--- src/rtl/dma_arb_pkg.sv ---
`timescale 1ns/1ps
// Shared constants and types for the two-channel DMA arbiter.
// Assumes exactly two channels; a channel index is a single bit.
package dma_arb_pkg;
    localparam int NCH   = 2;
    localparam int IDX_W = 1;

    typedef logic [IDX_W-1:0] ch_idx_t;

    typedef enum logic [1:0] {
        ST_IDLE    = 2'd0,
        ST_FETCH   = 2'd1,
        ST_DEPOSIT = 2'd2,
        ST_REST    = 2'd3
    } arb_state_t;
endpackage

--- src/rtl/dma_arb_qualify.sv ---
`timescale 1ns/1ps
// Per-channel eligibility: a channel may win arbitration only while it
// requests and is neither terminated nor suspended.
// Assumes all inputs are synchronous to the arbiter clock.
module dma_arb_qualify
    import dma_arb_pkg::*;
(
    input  logic [NCH-1:0] req,
    input  logic [NCH-1:0] term,
    input  logic [NCH-1:0] susp,
    output logic [NCH-1:0] elig
);
    for (genvar i = 0; i < NCH; i++) begin : g_ch
        // Combine request with both stop conditions for channel i.
        assign elig[i] = req[i] & ~term[i] & ~susp[i];
    end
endmodule

--- src/rtl/dma_arb_pick.sv ---
`timescale 1ns/1ps
// Combinational winner selection between two eligible channels.
// Order of rules: a single eligible channel wins outright; a demoted
// channel (just left its idle window) yields to the other; differing
// priority bits select the high one; equal bits select the channel
// that did not complete the last transfer.
module dma_arb_pick
    import dma_arb_pkg::*;
(
    input  logic [NCH-1:0] elig,
    input  logic [NCH-1:0] prio_hi,
    input  ch_idx_t        last_idx,
    input  logic           demote_en,
    input  ch_idx_t        demote_idx,
    output logic           any,
    output ch_idx_t        win
);
    // Apply the selection rules in order of precedence.
    always_comb begin
        any = |elig;
        win = '0;
        if (elig == 2'b00) begin
            win = '0;
        end else if (elig != 2'b11) begin
            win = elig[1];
        end else if (demote_en) begin
            win = ~demote_idx;
        end else if (prio_hi[0] != prio_hi[1]) begin
            win = prio_hi[1];
        end else begin
            win = ~last_idx;
        end
    end
endmodule

--- src/rtl/dma_arb_rest_timer.sv ---
`timescale 1ns/1ps
// Counts the post-deposit idle window of a destination-synchronized
// channel. A start pulse opens the window; expire is high in its last
// cycle. Assumes REST_CYCLES >= 1 and no start while already active.
module dma_arb_rest_timer #(
    parameter int REST_CYCLES = 2
) (
    input  logic clk,
    input  logic rst_n,
    input  logic start,
    output logic active,
    output logic expire
);
    localparam int CNT_W = $clog2(REST_CYCLES + 1);
    localparam logic [CNT_W-1:0] LAST_CNT = CNT_W'(REST_CYCLES - 1);

    logic [CNT_W-1:0] cnt_q;
    logic             active_q;

    assign active = active_q;
    assign expire = active_q && (cnt_q == LAST_CNT);

    // Open the window on start, advance the count, close it on expiry.
    always_ff @(posedge clk) begin
        if (!rst_n) begin
            active_q <= 1'b0;
            cnt_q    <= '0;
        end else if (start) begin
            active_q <= 1'b1;
            cnt_q    <= '0;
        end else if (expire) begin
            active_q <= 1'b0;
            cnt_q    <= '0;
        end else if (active_q) begin
            cnt_q    <= cnt_q + 1'b1;
        end
    end
endmodule

--- src/rtl/dma_pair_arbiter.sv ---
`timescale 1ns/1ps
// Two-channel DMA bus arbiter. Grants the shared bus to one channel,
// sequences its fetch and deposit bus cycles through bus_done, and
// decides the next owner only at transfer boundaries. After a
// destination-synchronized deposit the bus is released for
// REST_CYCLES idle cycles, after which the other channel is preferred.
// Assumes bus_done is meaningful only while bus_cyc is high.
module dma_pair_arbiter
    import dma_arb_pkg::*;
#(
    parameter int REST_CYCLES = 2
) (
    input  logic       clk,
    input  logic       rst_n,
    input  logic [1:0] ch_req,
    input  logic [1:0] ch_prio_hi,
    input  logic [1:0] ch_dst_sync,
    input  logic [1:0] ch_term,
    input  logic [1:0] ch_susp,
    input  logic       bus_done,
    output logic [1:0] grant,
    output logic       bus_cyc,
    output logic       cyc_deposit,
    output logic       rest_active
);
    arb_state_t     state_q, state_d;
    ch_idx_t        owner_q, owner_d;
    ch_idx_t        last_q,  last_d;
    logic [NCH-1:0] elig;
    logic           pick_any;
    ch_idx_t        pick_win;
    ch_idx_t        pick_last;
    logic           dep_end;
    logic           rest_start;
    logic           rest_on;
    logic           rest_expire;

    dma_arb_qualify u_qual (
        .req  (ch_req),
        .term (ch_term),
        .susp (ch_susp),
        .elig (elig)
    );

    // The channel finishing a deposit counts as the latest completer.
    assign pick_last = (state_q == ST_DEPOSIT) ? owner_q : last_q;

    dma_arb_pick u_pick (
        .elig       (elig),
        .prio_hi    (ch_prio_hi),
        .last_idx   (pick_last),
        .demote_en  (state_q == ST_REST),
        .demote_idx (owner_q),
        .any        (pick_any),
        .win        (pick_win)
    );

    assign dep_end    = (state_q == ST_DEPOSIT) && bus_done;
    assign rest_start = dep_end && ch_dst_sync[owner_q];

    dma_arb_rest_timer #(.REST_CYCLES(REST_CYCLES)) u_rest (
        .clk    (clk),
        .rst_n  (rst_n),
        .start  (rest_start),
        .active (rest_on),
        .expire (rest_expire)
    );

    // Next-state logic for transfer sequencing and ownership hand-over.
    always_comb begin
        state_d = state_q;
        owner_d = owner_q;
        last_d  = last_q;
        unique case (state_q)
            ST_IDLE: begin
                if (pick_any) begin
                    state_d = ST_FETCH;
                    owner_d = pick_win;
                end
            end
            ST_FETCH: begin
                if (bus_done) state_d = ST_DEPOSIT;
            end
            ST_DEPOSIT: begin
                if (bus_done) begin
                    last_d = owner_q;
                    if (ch_dst_sync[owner_q]) begin
                        state_d = ST_REST;
                    end else if (pick_any) begin
                        state_d = ST_FETCH;
                        owner_d = pick_win;
                    end else begin
                        state_d = ST_IDLE;
                    end
                end
            end
            ST_REST: begin
                if (rest_expire) begin
                    if (pick_any) begin
                        state_d = ST_FETCH;
                        owner_d = pick_win;
                    end else begin
                        state_d = ST_IDLE;
                    end
                end
            end
            default: state_d = ST_IDLE;
        endcase
    end

    // State registers; channel 0 is preferred first after reset.
    always_ff @(posedge clk) begin
        if (!rst_n) begin
            state_q <= ST_IDLE;
            owner_q <= '0;
            last_q  <= 1'b1;
        end else begin
            state_q <= state_d;
            owner_q <= owner_d;
            last_q  <= last_d;
        end
    end

    assign bus_cyc     = (state_q == ST_FETCH) || (state_q == ST_DEPOSIT);
    assign cyc_deposit = (state_q == ST_DEPOSIT);
    assign rest_active = (state_q == ST_REST) && rest_on;

    for (genvar i = 0; i < NCH; i++) begin : g_grant
        // Decode the owner index into its one-hot grant bit.
        assign grant[i] = bus_cyc && (owner_q == IDX_W'(i));
    end
endmodule

--- config.mk ---
export PLATFORM = sky130hd
export DESIGN_NAME = dma_pair_arbiter
export DESIGN_NICKNAME = d
export VERILOG_FILES = /design/src/rtl/dma_arb_pkg.sv /design/src/rtl/dma_arb_qualify.sv /design/src/rtl/dma_arb_pick.sv /design/src/rtl/dma_arb_rest_timer.sv /design/src/rtl/dma_pair_arbiter.sv
export SDC_FILE = /design/constraint.sdc
export NUM_CORES = 1
export LEC_CHECK = 0
export CAP_MARGIN = 20
export CORE_ASPECT_RATIO = 1.25
export CORE_UTILIZATION = 25
export DETAILED_ROUTE_END_ITERATION = 8
export DONT_BUFFER_PORTS = 1
export GPL_ROUTABILITY_DRIVEN = 0
export PLACE_DENSITY_LB_ADDON = 0.25
export SKIP_LAST_GASP = 1
export SLEW_MARGIN = 10
export SYNTH_ARGS = -nofsm -noshare
export SYNTH_HDL_FRONTEND = slang
export SYNTH_HIERARCHICAL = 1
export SYNTH_SLANG_ARGS = --single-unit
--- constraint.sdc ---
create_clock -name clk -period 1.75 [get_ports clk]
set_input_delay 0.525 -clock clk [delete_from_list [all_inputs] [get_ports clk]]
set_output_delay 0.525 -clock clk [all_outputs]
set_load 0.005 [all_outputs]
## Yosys cells after proc, flatten, opt, wreduce, memory -nomap -nowiden

Index checks and enable logic that the tools add are counted.

- ROM bits: 0
- Output and inout bits: 5
- Memories kept: 0
- Input bits: 13
- RAM bits: 0
- Register bits after elaboration: 7
- Latch bits: 0

- Magnitude comparators: 1
- Mux-type cells: 21
- Bitwise gates (word level): 11
- Shift-type cells: 0
- Eq/ne operators: 11
- Add/sub/neg operators: 1
- Multipliers: 0
- Reductions and logical operators: 16
- Div/mod/pow operators: 0

Operators with widths:

| operator | number |
|---|---|
| $mux W1 | 14 |
| $ne A2 B2 Y1 const B | 6 |
| $mux W2 | 5 |
| $pmux W2 S4 | 1 |
| $reduce_and A4 Y1 | 2 |
| $not A1 Y1 | 7 |
| $logic_and A1 B1 Y1 | 6 |
| $and A1 B1 Y1 | 4 |
| $eq A2 B1 Y1 const B | 2 |
| $eq A2 B2 Y1 const B | 2 |
| $logic_not A2 Y1 | 2 |
| $pmux W1 S3 | 1 |
| $reduce_bool A3 Y1 | 1 |
| $reduce_or A3 Y1 | 1 |
| $add A2 B1 Y2 const B | 1 |
| $lt A1 B2 Y1 const B | 1 |
| $reduce_and A2 Y1 | 1 |
| $reduce_bool A2 Y1 | 1 |
| $reduce_or A2 Y1 | 1 |
| $logic_or A1 B1 Y1 | 1 |
| $ne A1 B1 Y1 | 1 |

## Longest topological paths before layout

Gate-level depths: netlist (run 1).

- Word-level depth: 11
- Gate-level depth with buffers: 8
- Mapped depth without buffers: 8

## Hierarchy

Netlist (run 1), hierarchy kept.

By module, submodules not included:

| module | times used | area each (µm²) | cells an instance |
|---|---|---|---|
| dma_pair_arbiter | 1 | 377.9 | 41 |
| dma_arb_rest_timer | 1 | 142.6 | 15 |
| dma_arb_pick | 1 | 41.3 | 7 |
| dma_arb_qualify | 1 | 25.0 | 2 |

## Worst setup path before layout (run 1)

No wires, ideal clock.

- Path kind: register to register
- Start: register state_q[0]
- End: register owner_q
- Required time: 1.635 ns
- Setup slack: -0.072 ns
- Library setup time: 0.115 ns
- Period minus slack after synthesis: 1.822 ns
- Arrival: 1.707 ns
- Cell stages (with the launch flop): 9
- Path through: dfxtp_1 > inv_1 > ha_1 > mux2_2 > nand2_1 > and3_1 > a22o_1 > and3_1 > o21a_1

- Longest elaborated chain between the ends: 11
- Elaborated cells on any way between the ends: 19
- Those cells by class: 5 x eq/ne; 10 x mux; 1 x bitwise; 3 x reduce/logical

RTL lines:

| item | RTL line | text |
|---|---|---|
| start: declaration | dma_pair_arbiter.sv:26 | `arb_state_t state_q, state_d;` |
| start signal: assignment | dma_pair_arbiter.sv:118 | `state_q <= state_d;` |
| $eq A2 B2 Y1 (*) | -- |  |
| via cyc_deposit | dma_pair_arbiter.sv:23 | `output logic cyc_deposit,` |
| $mux W1 (*) | dma_pair_arbiter.sv:46 | `assign pick_last = (state_q == ST_DEPOSIT) ? owner_q : last_q;` |
| via pick_last | dma_pair_arbiter.sv:32 | `ch_idx_t pick_last;` |
| $not A1 Y1 (*) | dma_arb_pick.sv:31 | `win = ~last_idx;` |
| $mux W1 (*) | dma_arb_pick.sv:28 | `end else if (prio_hi[0] != prio_hi[1]) begin` |
| $mux W1 (*) | dma_arb_pick.sv:26 | `end else if (demote_en) begin` |
| $mux W1 (*) | dma_arb_pick.sv:24 | `end else if (elig != 2'b11) begin` |
| $mux W1 (*) | dma_arb_pick.sv:22 | `if (elig == 2'b00) begin` |
| via pick_win | dma_pair_arbiter.sv:31 | `ch_idx_t pick_win;` |
| $mux W1 (*) | dma_pair_arbiter.sv:76, dma_pair_arbiter.sv:89, dma_pair_arbiter.sv:99 |  |
| $mux W1 | dma_pair_arbiter.sv:87 | `if (ch_dst_sync[owner_q]) begin` |
| $mux W1 | dma_pair_arbiter.sv:85 | `if (bus_done) begin` |
| $pmux W1 S3 (*) | dma_pair_arbiter.sv:74 | `unique case (state_q)` |
| end signal: assignment | dma_pair_arbiter.sv:119 | `owner_q <= owner_d;` |
| end: declaration | dma_pair_arbiter.sv:27 | `ch_idx_t owner_q, owner_d;` |

The timed path passes the listed nets; every way through them passes the cells marked *. The select of a mux whose other input is x is not followed.
A chain may end at the register's enable or synchronous reset.

## Final worst setup path (run 1)

- Start: register state_q[0]
- End: output grant[1]

- Longest elaborated chain between the ends: 3
- Elaborated cells on any way between the ends: 4
- Those cells by class: 2 x eq/ne; 2 x reduce/logical

RTL lines:

| item | RTL line | text |
|---|---|---|
| $eq A2 B1 Y1 / $eq A2 B2 Y1 (equally long branches) | dma_pair_arbiter.sv:124 | `assign bus_cyc = (state_q == ST_FETCH) \|\| (state_q == ST_DEPOSIT);` |
| $logic_or A1 B1 Y1 (*) | dma_pair_arbiter.sv:124 |  |
| via bus_cyc | dma_pair_arbiter.sv:22 | `output logic bus_cyc,` |
| $logic_and A1 B1 Y1 (*) | dma_pair_arbiter.sv:130 | `assign grant[i] = bus_cyc && (owner_q == IDX_W'(i));` |
| end: declaration | dma_pair_arbiter.sv:21 | `output logic [1:0] grant,` |

The timed path passes the listed nets; every way through them passes the cells marked *.

==> run_results.csv, run 1 <==
group,metric,value,unit
timing,layout_setup_ws,0.001921,ns
timing,slew-limit-headroom,74.62,%
route,antenna_left,0,
timing,min_period,1.748,ns
synthesis,synth_nets,87,
clock_tree,insertion_delay,0.27,ns
pwr,ir_worst_vdd,622.4,uV
timing,drv_slew,0,
route,wl_met1,519,um
clock_tree,postCtsHoldBufs,0,
floorplan,rows,19,
placed_design,dp_hpwl,972.5,um
route,wl_met2,563,um
setup_path,critPathSlowestCell,"ha_1",
timing,fmax,572.1,MHz
setup_path,critPathMaxStageDelay,0.35,ns
cells_and_area,drive_above_1_share,24.66,%
synthesis,synth_cell_types,24,
clock_tree,cts_setup_buffers,0,
clock_tree,clock_sinks,7,
pwr,p_per_area,999.1,nW/um2
min_path,hold_path_startpoint,"rst_n",
route,top_layer,"met4",
setup_path,crit_required,1.22,ns
timing,setup_viol,0,
min_path,hold_depth,1,
synthesis,yosys.area.top_type,"dfxtp_1",
global_route,grt_max_degree,8,
cells_and_area,diodes,0,
setup_path,crit_chain,"inv_1 > ha_1 > and2_1",
placed_design,io_buffers,0,
synthesis,synth_area,586.8,um2
floorplan,die_h,56.17,um
timing,rsz0062_at_grt,"true",
setup_path,path_max_fanout,4,
min_path,hold_end,"last_q",
clock_tree,ctsLongestPathBuffers,2,
cells_and_area,areaGrowthSynthToFinish,19.62,%
route,routed_wl,1191,um
cells_and_area,fin_util,31.75,%
synthesis,netlist_top_cells_area,"dfxtp_1 (24%), ha_1 (19%), nor2b_1 (5.3%)",
clock_tree,cts-root-buf,"clkbuf_4",
timing,worst_pin_slew,0.3755,ns
global_route,grt_pass1_vias,444,
route,wl_per_cell,11.45,um
global_route,grt_pass1_wl,1987,um
clock_tree,cts_max_level,1,
route,drcViolationCount,0,
clock_tree,path_clk_slew,0.06,ns
setup_path,worstSetupStartpointType,"register",
floorplan,core,2211,um2
timing,fin_worst_skew,0.01138,ns
setup_path,arrival,1.22,ns
floorplan,die-area,2546,um2
pwr,power.leakage,0.0002906,uW
synthesis,synth_area_per_cell,9.028,um2
synthesis,ys.warnings.count,6,
clock_tree,cts_buffers,3,
floorplan,floorplan.initialDensity,26.54,%
route,dr_wl_met3,74,um
job,cap_violations,0,
setup_path,rrSetupSlack,0.05,ns
cells_and_area,most-common-layout-cells,"ha_1 (8), nand2_1 (5), dfxtp_1 (5)",
placed_design,dp_slack,0.03431,ns
setup_path,ff2ff_path_depth,8,
route,vias,476,
route,first_iter_violations,0,
setup_path,critPathCaptureType,"output pin",
cells_and_area,layout.nets,96,
synthesis,syn-instance-count,65,
synthesis,ys_ff_latch,7,
route,viasPerCell,4.577,
floorplan,pin_count,18,
cells_and_area,nFillCells,220,
setup_path,r2r-end,"owner_q",
cells_and_area,final_common_cell,"ha_1",
timing,tns,0,ns
global_route,antenna_found_initial,0,
timing,final-hold-violation-count,0,
setup_path,reg2reg_from,"state_q[0]",
global_route,grt_use_total,10.98,%
floorplan,die_w,45.34,um
min_path,hold_path.class,"in2reg",
synthesis,yosysSeqAreaShare,23.88,%
clock_tree,tritoncts,"done",
timing,fin_crit_sh,99.89,%
global_route,gr-total-overflow,0,
outcome,outcome,"complete, no violations",
route,dr.pass1.iters,1,
synthesis,synth.top_cell.area_share,23.88,%
setup_path,path_class,"reg2out",
## cell usage after synthesis
cell / n
nor2_1: 1
or3b_1: 2
a211oi_1: 1
or2_2: 1
and2_1: 3
o21bai_1: 1
nand3_1: 2
o21ai_0: 2
a22o_1: 1
ha_1: 9
a21oi_1: 4
nand2b_1: 3
mux2_2: 2
nor4b_1: 1
and3_1: 2
nand2_1: 5
a2111oi_4: 1
a21boi_0: 1
nor3b_2: 2
nor2b_1: 5
a41o_1: 1
inv_1: 5
dfxtp_1: 7
o21a_1: 3
## worst max-delay path by stage
stage                     from       end  depth (start not counted)
floorplan           state_q[0]   owner_q                          8
detailed placement  ch_term[1]   owner_q                          5
global route        state_q[0]  grant[1]                          3
finish              state_q[0]  grant[1]                          3
CTS                 state_q[1]  grant[1]                          3
global placement    state_q[0]   owner_q                          8
## cell type report
| type | count | area (um2) | area share (%) |
|---|---|---|---|
| Multi-Input combinational cell | 53 | 442.9 | 63.10 |
| Inverter | 5 | 18.77 | 2.674 |
| Timing Repair Buffer | 4 | 30.03 | 4.278 |
| Sequential cell | 7 | 145.1 | 20.68 |
| Tap cell | 31 | 38.79 | 5.526 |
| Clock buffer | 4 | 26.28 | 3.743 |
## routing by layer
layer  vias up  global-route usage (%)
met1       210                   13.66
met4         0                   7.792
met3         5                   2.597
met5         -                       0
met2        17                   15.94
li1        244                       -
## where the power goes
part           switching [uW]  total [uW]  internal (uW)
Sequential               25.4         215            190
Combinational             169         326            157
Clock                    72.3         160           87.8
Total                     267         701            435
## sequential cells by signal, summed over array words and instances, names as in the netlist
name	flops
state_q	2
owner_q	1
u_rest/active	1
u_rest/cnt_q	2
last_q	1
## logic make-up (layout without fill, tap and decap cells)
| family | Yosys count | in the layout | share of synthesized area, % |
|---|---|---|---|
| simple gates | 27 | 27 | 29.21 |
| compound gates | 15 | 15 | 20.68 |
| fa+ha+maj | 9 | 9 | 19.19 |
| flops | 7 | 7 | 23.88 |
| buf+inv | 5 | 13 | 3.199 |
| mux | 2 | 2 | 3.838 |
## what timing repair did
action | in CTS | in global routing
gates resized for setup | 3 | 2
endpoints found under the hold margin | 0 | 0
pin swaps | 0 | 1
endpoints found under the setup margin | 2 | 3
## per-stage QoR
step / instance area, um2 / total power [uW] / std cells / hold slack, ns
final: 701.9 / 701.3 / 104 / 0.3387
after global routing: 701.9 / 757.8 / 104 / 0.3530
after CTS: 689.4 / 691.2 / 104 / 0.3396
after detailed placement: 659.4 / 528.8 / 100 / 0.4568
after global placement: 659.4 / 533.0 / 100 / 0.4470
after floorplan: 590.6 / 448.6 / 65 / 0.4334
## worst max-delay path, delay by kind of cell (launching register included)
family	cells	cell delay, ns
buffers and inverters	1	0.10
and+or+nand+nor	1	0.18
DFF	1	0.33
adders and majority gates	1	0.35
Note: power is estimated with default switching activity, not from simulation.
==> inputs of run 2 (changes only) <==
Clock period 1.75 ns to 2.2 ns, I/O delays scaled along.
==> run 2 against run 1 <==
  * Flip-flop and latch count did not move
  * Total power shrank 27%
  * Critical endpoint unchanged
  * Via count down 1.5%
  * Highest routed layer unchanged
  * Critical path type unchanged
  * Wire length fell by 5.6%
  * Largest cell class unchanged
  * Critical path depth unchanged
==> run_results.csv, run 2 (synthesis results as in run 1) <==
group,metric,value,unit
floorplan,pin_count,18,
clock_tree,cts_buffers,3,
floorplan,rows,19,
pwr,p_sw,201.2,uW
placed_design,io_buffers,0,
pwr,power.leakage,0.0002702,uW
floorplan,die-area,2546,um2
cells_and_area,drive_above_1_share,14.49,%
timing,tns,0,ns
setup_path,reg2reg_from,"state_q[0]",
timing,setup_viol,0,
cells_and_area,largest_registers,"state_q x2, u_rest/cnt_q x2",
cells_and_area,most-common-layout-cells,"ha_1 (9), dfxtp_1 (7), inv_1 (5), nor2b_1 (5), nand2_1 (5)",
pwr,internal_power,311.0,uW
clock_tree,tritoncts,"done",
route,vias,469,
setup_path,startpoint,"state_q[0]",
setup_path,path_max_fanout,7,
job,cap_violations,0,
global_route,grt_pass1_wl,1890,um
global_route,gr-total-overflow,0,
setup_path,worstSetupStartpointType,"register",
timing,fmax,487.0,MHz
route,dr.pass1.iters,4,
route,antenna_left,0,
clock_tree,path_clk_slew,0.06,ns
clock_tree,insertion_delay,0.26,ns
setup_path,critPathCaptureType,"output pin",
route,first_iter_violations,20,
timing,min_period,2.053,ns
pwr,p_per_area,784.3,nW/um2
route,routed_wl,1124,um
route,drcViolationCount,0,
pwr,power.total,512.3,uW
pwr,ir_worst_vdd,393.8,uV
floorplan,die_h,56.17,um
pwr,pwr-share-seq,34.8,%
cells_and_area,diodes,0,
clock_tree,clock_sinks,7,
placed_design,dp_hpwl,898,um
timing,slew-limit-headroom,76.52,%
clock_tree,cts_max_level,1,
clock_tree,cts-root-buf,"clkbuf_4",
clock_tree,cts_setup_buffers,0,
cells_and_area,nFillCells,243,
floorplan,die_w,45.34,um
clock_tree,postCtsHoldBufs,0,
clock_tree,cts_resized,0,
cells_and_area,areaGrowthSynthToFinish,11.30,%
global_route,grt_use_total,10.34,%
cells_and_area,layout.nets,92,
cells_and_area,multiInputGateArea,427.9,um2
route,viasPerCell,4.690,
timing,rsz0062_at_grt,"false",
cells_and_area,final_common_cell,"ha_1",
clock_tree,ctsLongestPathBuffers,2,
pwr,switching_share,39.28,%
setup_path,arrival,1.39,ns
pwr,pwr-share-clk,23.7,%
setup_path,crit_required,1.54,ns
floorplan,core,2211,um2
timing,worst_pin_slew,0.3521,ns
route,wl_per_cell,11.24,um
global_route,grt_max_degree,8,
min_path,hold_path.class,"reg2reg",
floorplan,floorplan.initialDensity,26.54,%
timing,fin_worst_skew,0.004658,ns
global_route,grt_pass1_vias,455,
outcome,outcome,"complete, no violations",
setup_path,path_class,"reg2out",
timing,drv_slew,0,
global_route,antenna_found_initial,0,
min_path,hold_path_startpoint,"u_rest/cnt_q[1]",
pwr,power_frac_comb,41.5,%
cells_and_area,regArea,140.1,um2
timing,fin_crit_sh,93.33,%
timing,final-hold-violation-count,0,
## run 2: cell types whose count changed in the layout (fill, tap and decap cells not counted), sizes merged
cell and change:
buf -4, clkbuf -1, clkinv +1
## run 2: area by class of cell
class	count	area share [%]
clock buffers	3	3.448
multi-input cells	53	65.52
inverters	5	2.874
flip-flops and latches	7	21.46
clock inverters	1	0.7663
well taps	31	5.939
## run 2: metrics by stage
stage	setup slack (ns)	hold WS (ns)	util, %	instance area (um2)	instances
2_1_floorplan	0.3781	0.4334	-	586.8	65
3_5_place_dp	0.2107	0.4663	28.30	625.6	96
6_report	0.1467	0.4684	29.54	653.1	100
4_1_cts	0.1421	0.4720	29.54	653.1	100
5_1_grt	0.03775	0.4668	29.54	653.1	100
3_3_place_gp	0.2286	0.4616	28.30	625.6	96
## run 2: path summary, 6_finish.rpt
check | endpoint | slack (ns) | cells past startpoint
min | u_rest/cnt_q[1] | 0.47 | 2
max reg2reg | owner_q | 0.21 | 8
min reg2reg | u_rest/cnt_q[1] | 0.47 | 2
max | grant[1] | 0.15 | 3
## run 2: power by group through the flow
stage	logic, uW	registers, uW	clock network (uW)
after global routing	244	183	135
after global placement	213	181	0
after CTS	215	178	126
final	213	178	122
after detailed placement	214	181	0
after floorplan	182	172	0
## run 2: metal layers
layer,vias up,part of all wire (%),track usage (%)
met5,-,0,0
met4,0,1.1,6.494
met3,2,6.5,1.948
met2,21,45,14.91
met1,210,47,13.69
li1,236,-,-
## run 2: worst max-delay path, cell delays in order (launching register included)
cell and delay, ns:
dfxtp_1 0.46, inv_1 0.14, ha_1 0.35, and2_1 0.18
